[src/rtl/wdog_pkg.sv]
package wdog_pkg;
  localparam logic [7:0] KEY_ARM  = 8'hA5;
  localparam logic [7:0] KEY_FIRE = 8'h5A;

  typedef enum logic {
    REG_CTRL = 1'b0,
    REG_SVC  = 1'b1
  } wdog_reg_e;

  typedef struct packed {
    logic       flag;
    logic       run;
    logic [3:0] rsv;
    logic [1:0] code;
  } wdog_ctrl_t;
endpackage

[src/rtl/wdog_rst_sync.sv]
module wdog_rst_sync (
  input  logic clk,
  input  logic rst_n,
  output logic rst_sync_n
);
  logic [1:0] sync_q;

  always_ff @(posedge clk or negedge rst_n) begin
    if (!rst_n) sync_q <= 2'b00;
    else        sync_q <= {sync_q[0], 1'b1};
  end

  assign rst_sync_n = sync_q[1];
endmodule

[src/rtl/wdog_timebase.sv]
module wdog_timebase #(
  parameter int TB_WIDTH = 26,
  parameter int TAP_LOG2 = 20
) (
  input  logic                clk,
  input  logic                rst_n,
  input  logic                clr,
  input  logic [1:0]          code,
  output logic                tap_ev,
  output logic [TB_WIDTH-1:0] cnt
);
  localparam int N_TAPS = 4;

  logic [TB_WIDTH-1:0] cnt_q, cnt_d;
  logic [N_TAPS-1:0]   ev;

  always_comb begin
    if (clr) cnt_d = '0;
    else     cnt_d = cnt_q + 1'b1;
  end

  always_ff @(posedge clk or negedge rst_n) begin
    if (!rst_n) cnt_q <= '0;
    else        cnt_q <= cnt_d;
  end

  // a tap rises when its bit becomes 1 while all lower bits are 0
  for (genvar i = 0; i < N_TAPS; i++) begin : g_tap
    localparam int K = TAP_LOG2 - 1 + 2 * i;
    localparam logic [K:0] PAT = {1'b1, {K{1'b0}}};
    assign ev[i] = (cnt_q[K:0] == PAT);
  end

  assign tap_ev = ev[code];
  assign cnt    = cnt_q;
endmodule

[src/rtl/wdog_keyseq.sv]
module wdog_keyseq
  import wdog_pkg::*;
(
  input  logic       clk,
  input  logic       rst_n,
  input  logic       clr,
  input  logic       svc_wr,
  input  logic [7:0] data,
  output logic       key_hit
);
  logic armed_q, armed_d;

  always_comb begin
    armed_d = armed_q;
    if (clr)         armed_d = 1'b0;
    else if (svc_wr) armed_d = (data == KEY_ARM);
  end

  always_ff @(posedge clk or negedge rst_n) begin
    if (!rst_n) armed_q <= 1'b0;
    else        armed_q <= armed_d;
  end

  assign key_hit = svc_wr && armed_q && (data == KEY_FIRE) && !clr;
endmodule

[src/rtl/wdog_core.sv]
module wdog_core #(
  parameter int RST_PULSE = 16
) (
  input  logic       clk,
  input  logic       rst_n,
  input  logic       cfg_wr,
  input  logic [7:0] cfg_data,
  input  logic       tap_ev,
  input  logic       svc_clr,
  output logic [1:0] code,
  output logic       started,
  output logic       det,
  output logic       flag,
  output logic       pulse
);
  localparam int PW = $clog2(RST_PULSE + 1);

  logic [1:0]    code_q, code_d;
  logic          run_q, run_d;
  logic          det_q, det_d;
  logic          flag_q, flag_d;
  logic          pulse_q, pulse_d;
  logic [PW-1:0] pcnt_q, pcnt_d;

  always_comb begin
    code_d  = code_q;
    run_d   = run_q;
    det_d   = det_q;
    flag_d  = flag_q;
    pulse_d = pulse_q;
    pcnt_d  = pcnt_q;
    if (pulse_q) begin
      if (pcnt_q == '0) pulse_d = 1'b0;
      else              pcnt_d  = pcnt_q - 1'b1;
    end else begin
      if (cfg_wr && cfg_data[7]) flag_d = 1'b0;
      if (cfg_wr && !run_q) begin
        code_d = cfg_data[1:0];
        run_d  = 1'b1;
      end
      if (svc_clr) begin
        det_d = 1'b0;
      end else if (run_q && tap_ev) begin
        if (det_q) begin
          pulse_d = 1'b1;
          pcnt_d  = PW'(RST_PULSE - 1);
          flag_d  = 1'b1;
          run_d   = 1'b0;
          det_d   = 1'b0;
          code_d  = 2'b00;
        end else begin
          det_d = 1'b1;
        end
      end
    end
  end

  always_ff @(posedge clk or negedge rst_n) begin
    if (!rst_n) begin
      code_q  <= 2'b00;
      run_q   <= 1'b0;
      det_q   <= 1'b0;
      flag_q  <= 1'b0;
      pulse_q <= 1'b0;
      pcnt_q  <= '0;
    end else begin
      code_q  <= code_d;
      run_q   <= run_d;
      det_q   <= det_d;
      flag_q  <= flag_d;
      pulse_q <= pulse_d;
      pcnt_q  <= pcnt_d;
    end
  end

  assign code    = code_q;
  assign started = run_q;
  assign det     = det_q;
  assign flag    = flag_q;
  assign pulse   = pulse_q;
endmodule

[src/rtl/keyed_wdog.sv]
module keyed_wdog
  import wdog_pkg::*;
#(
  parameter int TB_WIDTH  = 26,
  parameter int TAP_LOG2  = 20,
  parameter int RST_PULSE = 16
) (
  input  logic       clk,
  input  logic       rst_n,
  input  logic       wr_en,
  input  logic       addr,
  input  logic [7:0] wdata,
  output logic [7:0] rdata,
  input  logic       tb_clear,
  output logic       wdog_rst
);
  logic                rst_sync_n;
  logic                cfg_wr, svc_wr;
  logic                key_hit, svc_clr;
  logic                tap_ev;
  logic [TB_WIDTH-1:0] tb_cnt;
  logic [1:0]          code_w;
  logic                run_w, det_w, flag_w, pulse_w;
  wdog_ctrl_t          ctrl_rd;

  assign cfg_wr  = wr_en && (wdog_reg_e'(addr) == REG_CTRL);
  assign svc_wr  = wr_en && (wdog_reg_e'(addr) == REG_SVC);
  assign svc_clr = key_hit || tb_clear;

  wdog_rst_sync u_sync (
    .clk        (clk),
    .rst_n      (rst_n),
    .rst_sync_n (rst_sync_n)
  );

  wdog_timebase #(.TB_WIDTH(TB_WIDTH), .TAP_LOG2(TAP_LOG2)) u_tb (
    .clk    (clk),
    .rst_n  (rst_sync_n),
    .clr    (tb_clear || pulse_w),
    .code   (code_w),
    .tap_ev (tap_ev),
    .cnt    (tb_cnt)
  );

  wdog_keyseq u_key (
    .clk     (clk),
    .rst_n   (rst_sync_n),
    .clr     (pulse_w),
    .svc_wr  (svc_wr),
    .data    (wdata),
    .key_hit (key_hit)
  );

  wdog_core #(.RST_PULSE(RST_PULSE)) u_core (
    .clk      (clk),
    .rst_n    (rst_sync_n),
    .cfg_wr   (cfg_wr),
    .cfg_data (wdata),
    .tap_ev   (tap_ev),
    .svc_clr  (svc_clr),
    .code     (code_w),
    .started  (run_w),
    .det      (det_w),
    .flag     (flag_w),
    .pulse    (pulse_w)
  );

  always_comb begin
    ctrl_rd      = '0;
    ctrl_rd.flag = flag_w;
    ctrl_rd.run  = run_w;
    ctrl_rd.code = code_w;
    rdata = (wdog_reg_e'(addr) == REG_CTRL) ? ctrl_rd : 8'h00;
  end

  assign wdog_rst = pulse_w;
endmodule

[config.mk]
export PLATFORM = sky130hd
export DESIGN_NAME = keyed_wdog
export DESIGN_NICKNAME = d
export VERILOG_FILES = /design/src/rtl/wdog_pkg.sv /design/src/rtl/wdog_rst_sync.sv /design/src/rtl/wdog_timebase.sv /design/src/rtl/wdog_keyseq.sv /design/src/rtl/wdog_core.sv /design/src/rtl/keyed_wdog.sv
export SDC_FILE = /design/constraint.sdc
export NUM_CORES = 1
export LEC_CHECK = 0
export BUFFER_PORTS_ARGS = -buffer_cell sky130_fd_sc_hd__buf_2
export CORE_MARGIN = 2
export CORE_UTILIZATION = 60
export CTS_BUF_LIST = sky130_fd_sc_hd__clkbuf_16
export CTS_CLUSTER_SIZE = 24
export DETAILED_ROUTE_END_ITERATION = 6
export PLACE_DENSITY = 0.9
export SETUP_SLACK_MARGIN = 0.02
export SYNTH_ARGS = -nofsm -noshare
export SYNTH_HDL_FRONTEND = slang
export SYNTH_HIERARCHICAL = 1
export SYNTH_SLANG_ARGS = --single-unit
[constraint.sdc]
create_clock -name clk -period 3.5 [get_ports clk]
set_input_delay 0.7 -clock clk [delete_from_list [all_inputs] [get_ports clk]]
set_output_delay 0.7 -clock clk [all_outputs]
set_load 0.02 [all_outputs]
* After elaboration in Yosys (flattened, before gate mapping)
Cells that the tools add are included.
Word-level totals: flip-flop bits (word level) 40, input bits 13, output and inout port bits 9, word-level logic and storage cells 72
Operators by class: add/subtract/negate cells 2, order comparisons 1, eq/ne operators 8, muxes and demuxes 31, bitwise operators 2, reduce and logical (&&, ||, !) cells 19
Operator list (number):
- $add 26x1->26 const B | 1
- $eq 26x26->1 const B | 1
- $mux 26 | 1
- $mux 5 | 5
- $eq 24x24->1 const B | 1
- $eq 22x22->1 const B | 1
- $eq 20x20->1 const B | 1
- $mux 1 | 19
- $eq 8x7->1 const B | 1
- $eq 8x8->1 const B | 1
- $logic_and 1x1->1 | 8
- $mux 2 | 4
- $mux 8 | 1
- $reduce_bool 2->1 | 4
- $logic_not 5->1 | 1
- $sub 5x1->5 const B | 1
- $reduce_and 4->1 | 1
- $lt 2x3->1 const B | 1
- $bmux 1 s2 | 1
- $logic_not 1->1 | 2
- $logic_or 1x1->1 | 2
- $ne 2x1->1 const B | 1
- $ne 2x2->1 const B | 1
- $not 1->1 | 2
- $reduce_and 2->1 | 1

* Logic depth before layout (Yosys ltp)
Gate-level depths: netlist of the first run.
depth in word-level cells 7, mapped depth 8, depth with buffers taken out 8

* Modules after synthesis
Netlist of the first run, hierarchy kept.
Modules (own cells, without submodules):
- wdog_timebase | times used 1, cells each 150, area an instance 1393.8 µm², sequential area each 650.6 µm²
- wdog_core | times used 1, cells each 52, area an instance 525.5 µm², sequential area each 275.3 µm²
- wdog_keyseq | times used 1, cells each 10, area an instance 115.1 µm², sequential area each 25.0 µm²
- keyed_wdog | times used 1, cells each 13, area an instance 83.8 µm², sequential area each 0.0 µm²
- wdog_rst_sync | times used 1, cells each 3, area an instance 53.8 µm², sequential area each 50.0 µm²

* Least setup slack after synthesis of the first run
Ideal clock, no wire load.
path type flip-flop to flip-flop, from reg u_tb.cnt_q[15], in the netlist u_tb/cnt[15], to reg u_core.pcnt_q[4], library setup time 0.126 ns, arrival time 1.827 ns, required time 3.374 ns, setup slack 1.547 ns, cell stages (with the launch flop) 8, buffers on the path 0, clock period less this slack 1.953 ns, cells stage by stage dfrtp_1 > or4_1 > nor3_1 > nand4_1 > a211oi_1 > and3b_1 > nand2_1 > o311a_1
On the way: longest elaborated chain between the ends 6, elaborated cells between the ends (all ways) 9, those cells by class eq/ne: 4; mux: 2; reduce/logical: 3
Ends and longest elaborated chain:
- start, declared | RTL line wdog_timebase.sv:14 | logic [TB_WIDTH-1:0] cnt_q, cnt_d;
- start signal, assigned | RTL line wdog_timebase.sv:24 | else cnt_q <= cnt_d;
- $eq 26x26->1 (tied with other cells) | RTL line wdog_timebase.sv:31 | assign ev[i] = (cnt_q[K:0] == PAT);
- $bmux 1 s2 (*) | RTL line wdog_timebase.sv:34 | assign tap_ev = ev[code];
- $mux 1 (implied by the code) (*) | RTL line wdog_timebase.sv:34
- via tap_ev | RTL line keyed_wdog.sv:20 | logic tap_ev;
- $logic_and 1x1->1 (*) | RTL line wdog_core.sv:43 | end else if (run_q && tap_ev) begin
- $reduce_bool 2->1 (no source line) (*)
- $reduce_and 4->1 (no source line) (*)
- end signal, assigned | RTL line wdog_core.sv:72 | pcnt_q <= pcnt_d;
- end, declared | RTL line wdog_core.sv:23 | logic [PW-1:0] pcnt_q, pcnt_d;
The timed path passes the listed nets; every way through them passes the cells marked *. The select of a mux whose other input is x is not followed. A chain may end at the register's enable or synchronous reset.

* Final worst setup path of the first run
from reg u_tb.cnt_q[2], in the netlist u_tb/cnt[2], to reg u_tb.cnt_q[25], in the netlist u_tb/cnt[25]
On the way: longest elaborated chain between the ends 2
Ends and longest elaborated chain:
- $add 26x1->26 | RTL line wdog_timebase.sv:19 | else cnt_d = cnt_q + 1'b1;
- $mux 26 | RTL line wdog_timebase.sv:18 | if (clr) cnt_d = '0;
- via u_tb.cnt_d[25] | RTL line wdog_timebase.sv:14
The timed path passes the listed nets, and every way through them passes these cells.

==> results.json, run 1 <==
{
  "status": "finished, final reports clean",
  "place_inst": 284,
  "switching_share": 0.2773,
  "setup_viol": 0,
  "clock_latency_ns": 0.28,
  "die-width_um": 64.17,
  "fillers": 259,
  "cpMostUsedCell": "or4_1",
  "ys_seq_elements": 40,
  "syn_inst": 228,
  "p_sw_w": 0.0003601,
  "grt_pass1_vias": 1743,
  "cp.arrival_ns": 2.37,
  "htreeDepth": 2,
  "critPathRequiredTime_ns": 3.70,
  "async_flop_share": 1.000,
  "drc": 0,
  "finalHoldWorstSlack_ns": 0.1887,
  "synth_ff_type": "dfrtp_1",
  "grt_max_degree": 39,
  "antenna_found_initial": 0,
  "p_per_area_mw_per_mm2": 531.5,
  "cpPeakStageDelay_ns": 0.70,
  "overflow": 0,
  "crit_slowest_cell": "or4_1",
  "p_comb_frac": 0.168,
  "routedWlPerCell_um": 15.08,
  "ioPinCount": 22,
  "vias": 1766,
  "fmax_ghz": 0.4604,
  "postRouteAntennaNets": 0,
  "port-buffer-count": 17,
  "instances_no_fill": 292,
  "maxCapViolations": 0,
  "clk_pin_slew_ns": 0.06,
  "crit_fanout": 10,
  "leakage_nw": 1.057,
  "dp_hpwl_um": 2949,
  "synth.distinct_cells": 49,
  "critPathBufInv": 0,
  "worstSetupStartpointType": "register",
  "slew_headroom": 0.4034,
  "ir_worst_vdd_v": 0.0003907,
  "maxSlewViolCount": 0,
  "grt_usage": 0.2419,
  "postCtsSetupBuffers": 0,
  "fin_nets": 261,
  "initial_core_util": 0.6359,
  "cp_top_family": "simple AND/OR/NAND/NOR gates",
  "synth.avg_cell_area_um2": 9.527,
  "criticalPathCategory": "reg2reg",
  "final.min_clock_period_ns": 2.172,
  "finalCritPeriodShare": 0.6206,
  "p_clk_frac": 0.400,
  "area_growth_pct": 12.50,
  "die_area_mm2": 0.004117,
  "cts.repair.resized": 0,
  "rows": 21,
  "wirelength_um": 4403,
  "postCtsHoldBufs": 0,
  "clkSinkCount": 40,
  "drt_iter0_markers": 75,
  "grt_pass1_wl_um": 7610,
  "synth.cell_area_mm2": 0.002172,
  "rsz0062_at_grt": "false",
  "r2r-start": "u_tb/cnt[2]$_DFF_PN0_",
  "hp-class": "in2async",
  "cts_tree": "yes",
  "drive_above_1_share": 0.1341,
  "rr_endpoint": "u_tb/cnt[25]$_DFF_PN0_",
  "r2r_setup_slack_ns": 1.33,
  "synth_edf_count": 0,
  "vias_per_cell": 6.048,
  "hold_viol": 0,
  "cts_root_buf": "clkbuf_16",
  "clk_path_buf_depth": 2,
  "core_mm2": 0.003416,
  "rr_worst_depth": 4,
  "dr.pass1.iters": 4,
  "gp_congestion": 0.8583,
  "fin_skew_ns": 0.004664,
  "crit_path_cell_trace": "nand3_1, or4_1, or4_1, a21oi_1",
  "pwr-share-seq": 0.432,
  "p_int_w": 0.0009385,
  "numCtsBuffers": 5,
  "die_h_um": 64.17,
  "yosys_warnings": 6,
  "worst-slew-pin-transition_ns": 0.8949,
  "end_kind": "register",
  "dpl_cell_area_mm2": 0.002271,
  "diodes": 0,
  "design_area_mm2": 0.002444,
  "yosysSeqAreaShare": 0.4608,
  "fin_tns_setup_ns": 0
}
-- layout make-up --
class / instances / area, um^2 / share of cell area
clock inverters: 3 / 47.55 / 0.01946
well taps: 46 / 57.56 / 0.02355
repair buffers: 18 / 92.59 / 0.03789
flip-flops and latches: 40 / 1001 / 0.4096
clock buffers: 5 / 125.1 / 0.05120
multi-input cells: 174 / 1097 / 0.4491
inverters: 6 / 22.52 / 0.009217
-- metrics by stage --
stage	setup WS (ns)	util	total power (W)
floorplan	1.547	-	0.0007368
global placement	1.414	0.6648	0.0007766
detailed placement	1.338	0.6648	0.0007845
CTS	1.303	0.7154	0.001306
global route	1.171	0.7154	0.001379
finish	1.328	0.7154	0.001299
-- routing by layer --
layer / vias to the layer above / track usage / share of wire / wire length, um
met2: 52 / 0.4167 / 0.52 / 2271
li1: 857 / - / - / -
met1: 848 / 0.2829 / 0.42 / 1855
met5: - / 0 / 0 / 0
met3: 9 / 0.06514 / 0.046 / 201
met4: 0 / 0.1037 / 0.017 / 74
-- state kept, by name, indices dropped and copies added, names as in the netlist --
name and count:
u_core/code 2, u_core/det 1, u_core/flag 1, u_core/pcnt_q 5, u_core/pulse 1, u_core/started 1, u_key/armed_q 1, u_sync/sync_q 2
u_tb/cnt 26
-- layout by cell type (no fill, tap or decap), types with 4 or more instances in the layout --
cell | netlist | final
a21oi_1 | 12 | 12
and2_1 | 4 | 4
and4_1 | 4 | 4
buf_2 | 2 | 17
clkbuf_16 | 0 | 5
conb_1 | 2 | 5
dfrtp_1 | 40 | 40
inv_1 | 6 | 6
nand2_1 | 21 | 21
nand3_1 | 7 | 7
nand4_1 | 7 | 7
nor2_1 | 19 | 19
nor2b_1 | 10 | 10
nor3_1 | 7 | 7
nor4_1 | 5 | 5
o21ai_0 | 11 | 11
or3_1 | 8 | 8
or4_1 | 4 | 4
xnor2_1 | 6 | 6
xor2_1 | 7 | 7
-- cells in the mapped netlist (all sizes together), types with 2 or more instances --
| master | count | area, um^2 |
|---|---|---|
| a21oi | 12 | 60.06 |
| and2 | 4 | 25.02 |
| and3 | 3 | 18.77 |
| and4 | 5 | 45.04 |
| and4bb | 2 | 25.02 |
| buf | 7 | 47.55 |
| clkbuf | 4 | 15.01 |
| conb | 2 | 7.510 |
| dfrtp | 40 | 1001 |
| ha | 3 | 37.54 |
| inv | 6 | 22.52 |
| mux2i | 3 | 30.03 |
| nand2 | 21 | 78.83 |
| nand3 | 7 | 35.03 |
| nand4 | 8 | 56.30 |
| nand4bb | 3 | 38.79 |
| nor2 | 19 | 71.32 |
| nor2b | 10 | 62.56 |
| nor3 | 7 | 35.03 |
| nor4 | 6 | 43.79 |
| o21ai | 12 | 60.05 |
| o31ai | 2 | 15.01 |
| or2 | 2 | 12.51 |
| or3 | 9 | 57.56 |
| or4 | 4 | 30.03 |
| xnor2 | 6 | 52.55 |
| xor2 | 7 | 61.31 |
-- how the worst max path moves through the flow --
stage | startpoint | to | slack, ns | depth (start not counted)
after floorplan | u_tb/cnt[15]$_DFF_PN0_ | u_core/pcnt_q[4]$_DFFE_PN0P_ | 1.55 | 7
after global placement | u_tb/cnt[15]$_DFF_PN0_ | u_core/pcnt_q[4]$_DFFE_PN0P_ | 1.41 | 7
after CTS | u_tb/cnt[15]$_DFF_PN0_ | u_core/pcnt_q[4]$_DFFE_PN0P_ | 1.30 | 7
final | u_tb/cnt[2]$_DFF_PN0_ | u_tb/cnt[25]$_DFF_PN0_ | 1.33 | 4
after detailed placement | u_tb/cnt[15]$_DFF_PN0_ | u_core/pcnt_q[4]$_DFFE_PN0P_ | 1.34 | 7
after global routing | u_tb/cnt[15]$_DFF_PN0_ | u_core/pcnt_q[4]$_DFFE_PN0P_ | 1.17 | 7
-- kinds of logic (layout without fill, tap and decap cells) --
kind of cell	count (synthesis)	after routing	synth area share
xor+xnor	13	13	0.05242
mux	3	3	0.01383
compound gates	34	34	0.09620
fa+ha+maj	3	3	0.01728
buf+inv	17	32	0.03917
other cells	2	5	0.003458
simple gates	116	116	0.3168
flops	40	40	0.4608
-- power by group through the flow --
stage               logic (W)  registers, W  clock network (W)
finish               0.000219      0.000561           0.000519
CTS                  0.000220      0.000560           0.000526
floorplan            0.000178      0.000559                  0
global placement     0.000211      0.000565                  0
global route         0.000251      0.000571           0.000557
detailed placement   0.000218      0.000566                  0
-- worst reg2reg max path: cells and delay by family (launching register included) --
family             cells  cell delay [ns]
and+or+nand+nor        3             1.49
AOI/OAI and AO/OA      1             0.15
DFF                    1             0.45
Power figures use the tool's default switching activity.
==> run 2, diff against run 1 <==
CORE_UTILIZATION = 53   (was 60)
PLACE_DENSITY = 0.85   (was 0.9)
clock period = 1.8 ns   (was 3.5 ns; I/O delays follow)
==> results.json, run 2 (synthesized netlist as in run 1, its figures left out) <==
{
  "fin_skew_ns": 0.005809,
  "grt_usage": 0.2588,
  "grt_pass1_wl_um": 8631,
  "drive_above_1_share": 0.3107,
  "violations": "negative setup slack",
  "setup_viol": 14,
  "p_int_w": 0.001716,
  "port-buffer-count": 17,
  "drt_iter0_markers": 134,
  "initial_core_util": 0.5469,
  "slew_headroom": 0.3493,
  "die_area_mm2": 0.004626,
  "gp_congestion": 0.8241,
  "crit_fanout": 4,
  "dpl_cell_area_mm2": 0.002500,
  "antenna_found_initial": 0,
  "end_kind": "register",
  "diodes": 0,
  "worstSetupStartpointType": "register",
  "layout_common_cells": "40 x dfrtp_1, 33 x buf_4, 18 x nand2_1, 18 x nor2_1, 17 x buf_2",
  "dr.pass1.iters": 4,
  "die_h_um": 68.02,
  "clk_path_buf_depth": 2,
  "clock_latency_ns": 0.28,
  "fmax_ghz": 0.4909,
  "criticalPathCategory": "reg2reg",
  "routedWlPerCell_um": 16.69,
  "wirelength_um": 5508,
  "p_comb_frac": 0.217,
  "cts_root_buf": "clkbuf_16",
  "dp_hpwl_um": 3420,
  "leakage_nw": 1.272,
  "clkSinkCount": 40,
  "critPathRequiredTime_ns": 1.97,
  "cp.arrival_ns": 2.21,
  "vias": 1981,
  "grt_pass1_vias": 1858,
  "maxSlewViolCount": 0,
  "grt_max_degree": 27,
  "hold_viol": 0,
  "largest_reg_flops": 26,
  "fin_util": 0.7032,
  "final_common_cell": "dfrtp_1",
  "pwr-share-seq": 0.444,
  "numCtsBuffers": 5,
  "p_clk_frac": 0.339,
  "finalWorstSetupSlack_ns": -0.2371,
  "rows": 23,
  "worst-slew-pin-transition_ns": 0.9761,
  "core_mm2": 0.003971,
  "status": "complete, but fails checks",
  "die-width_um": 68.02,
  "postRouteAntennaNets": 0,
  "instances_no_fill": 330,
  "ir_worst_vdd_v": 0.0009230,
  "clk_pin_slew_ns": 0.06,
  "finalCritPeriodShare": 1.132,
  "rsz0062_at_grt": "true",
  "cts_tree": "yes",
  "htreeDepth": 2,
  "p_per_area_mw_per_mm2": 886.9,
  "maxCapViolations": 0,
  "switching_share": 0.3072,
  "drc": 0,
  "overflow": 0,
  "hp-class": "reg2async",
  "fin_nets": 296,
  "final.min_clock_period_ns": 2.037,
  "p_sw_w": 0.0007608,
  "design_area_mm2": 0.002793,
  "place_inst": 314,
  "area_growth_pct": 28.57,
  "vias_per_cell": 6.003,
  "ioPinCount": 22
}
-- run 2: final cells by class --
| class | count | area [um^2] |
|---|---|---|
| clock buffers | 5 | 125.1 |
| flip-flops and latches | 40 | 1001 |
| well taps | 50 | 62.56 |
| multi-input cells | 175 | 1206 |
| repair buffers | 52 | 362.8 |
| inverters | 6 | 22.52 |
| fillers | 278 | 1179 |
| clock inverters | 2 | 12.51 |
-- run 2: final timing paths --
| kind | start | endpoint | slack, ns | cells past startpoint |
|---|---|---|---|---|
| max in group asynchronous | u_sync/sync_q[1]$_DFF_PN0_ | u_tb/cnt[19]$_DFF_PN0_ | 1.02 | 1 |
| max | u_tb/cnt[15]$_DFF_PN0_ | u_core/code[0]$_DFFE_PN0N_ | -0.24 | 7 |
| min reg2reg | u_sync/sync_q[1]$_DFF_PN0_ | u_core/pcnt_q[0]$_DFFE_PN0P_ | 0.24 | 0 |
| min | u_sync/sync_q[1]$_DFF_PN0_ | u_core/pcnt_q[0]$_DFFE_PN0P_ | 0.24 | 0 |
| min in group clk | u_sync/sync_q[0]$_DFF_PN0_ | u_sync/sync_q[1]$_DFF_PN0_ | 0.36 | 0 |
| max reg2reg | u_tb/cnt[15]$_DFF_PN0_ | u_core/code[0]$_DFFE_PN0N_ | -0.24 | 7 |
-- run 2: layer usage --
metal	wire [um]	track usage	vias up
li1	-	-	923
met1	2219	0.3114	980
met2	2869	0.4442	63
met3	267	0.05757	15
met4	151	0.1125	0
met5	0	0	-
-- run 2: power groups by stage --
stage	Sequential [W]	Clock, W	Combinational [W]
after floorplan	0.00109	0	0.000358
after global placement	0.00110	0	0.000461
after detailed placement	0.00110	0	0.000483
after CTS	0.00109	0.000858	0.000506
after global routing	0.00111	0.000887	0.000587
final	0.00110	0.000839	0.000538
-- run 2: per-stage QoR --
stage          hold slack (ns)  power, W  setup WS, ns  TNS (ns)
4_1_cts                 0.2625  0.002456       -0.1692    -1.404
3_3_place_gp            0.1452  0.001561       -0.1437    -1.008
5_1_grt                 0.2776  0.002584       -0.3072    -3.277
6_report                0.2359  0.002477       -0.2371    -2.210
2_1_floorplan          0.06441  0.001447      -0.08683   -0.4148
3_5_place_dp            0.1474  0.001585       -0.2004    -1.911
-- run 2: worst max-delay path: stages, from the launching register on --
cell	delay, ns
dfrtp_1	0.38
or4_4	0.53
nor3_2	0.14
nand4_1	0.13
a211oi_2	0.22
and3b_2	0.29
and2_4	0.18
nor2_2	0.05
-- run 2: what timing repair did --
item                                   4_1_cts  5_1_grt
gates resized for setup                     10        9
hold buffers                                 1        0
pin swaps                                    6        3
buffers inserted                             6        1
setup endpoints to repair                   17       22
cloned                                       1        0
endpoints found under the hold margin        2        0
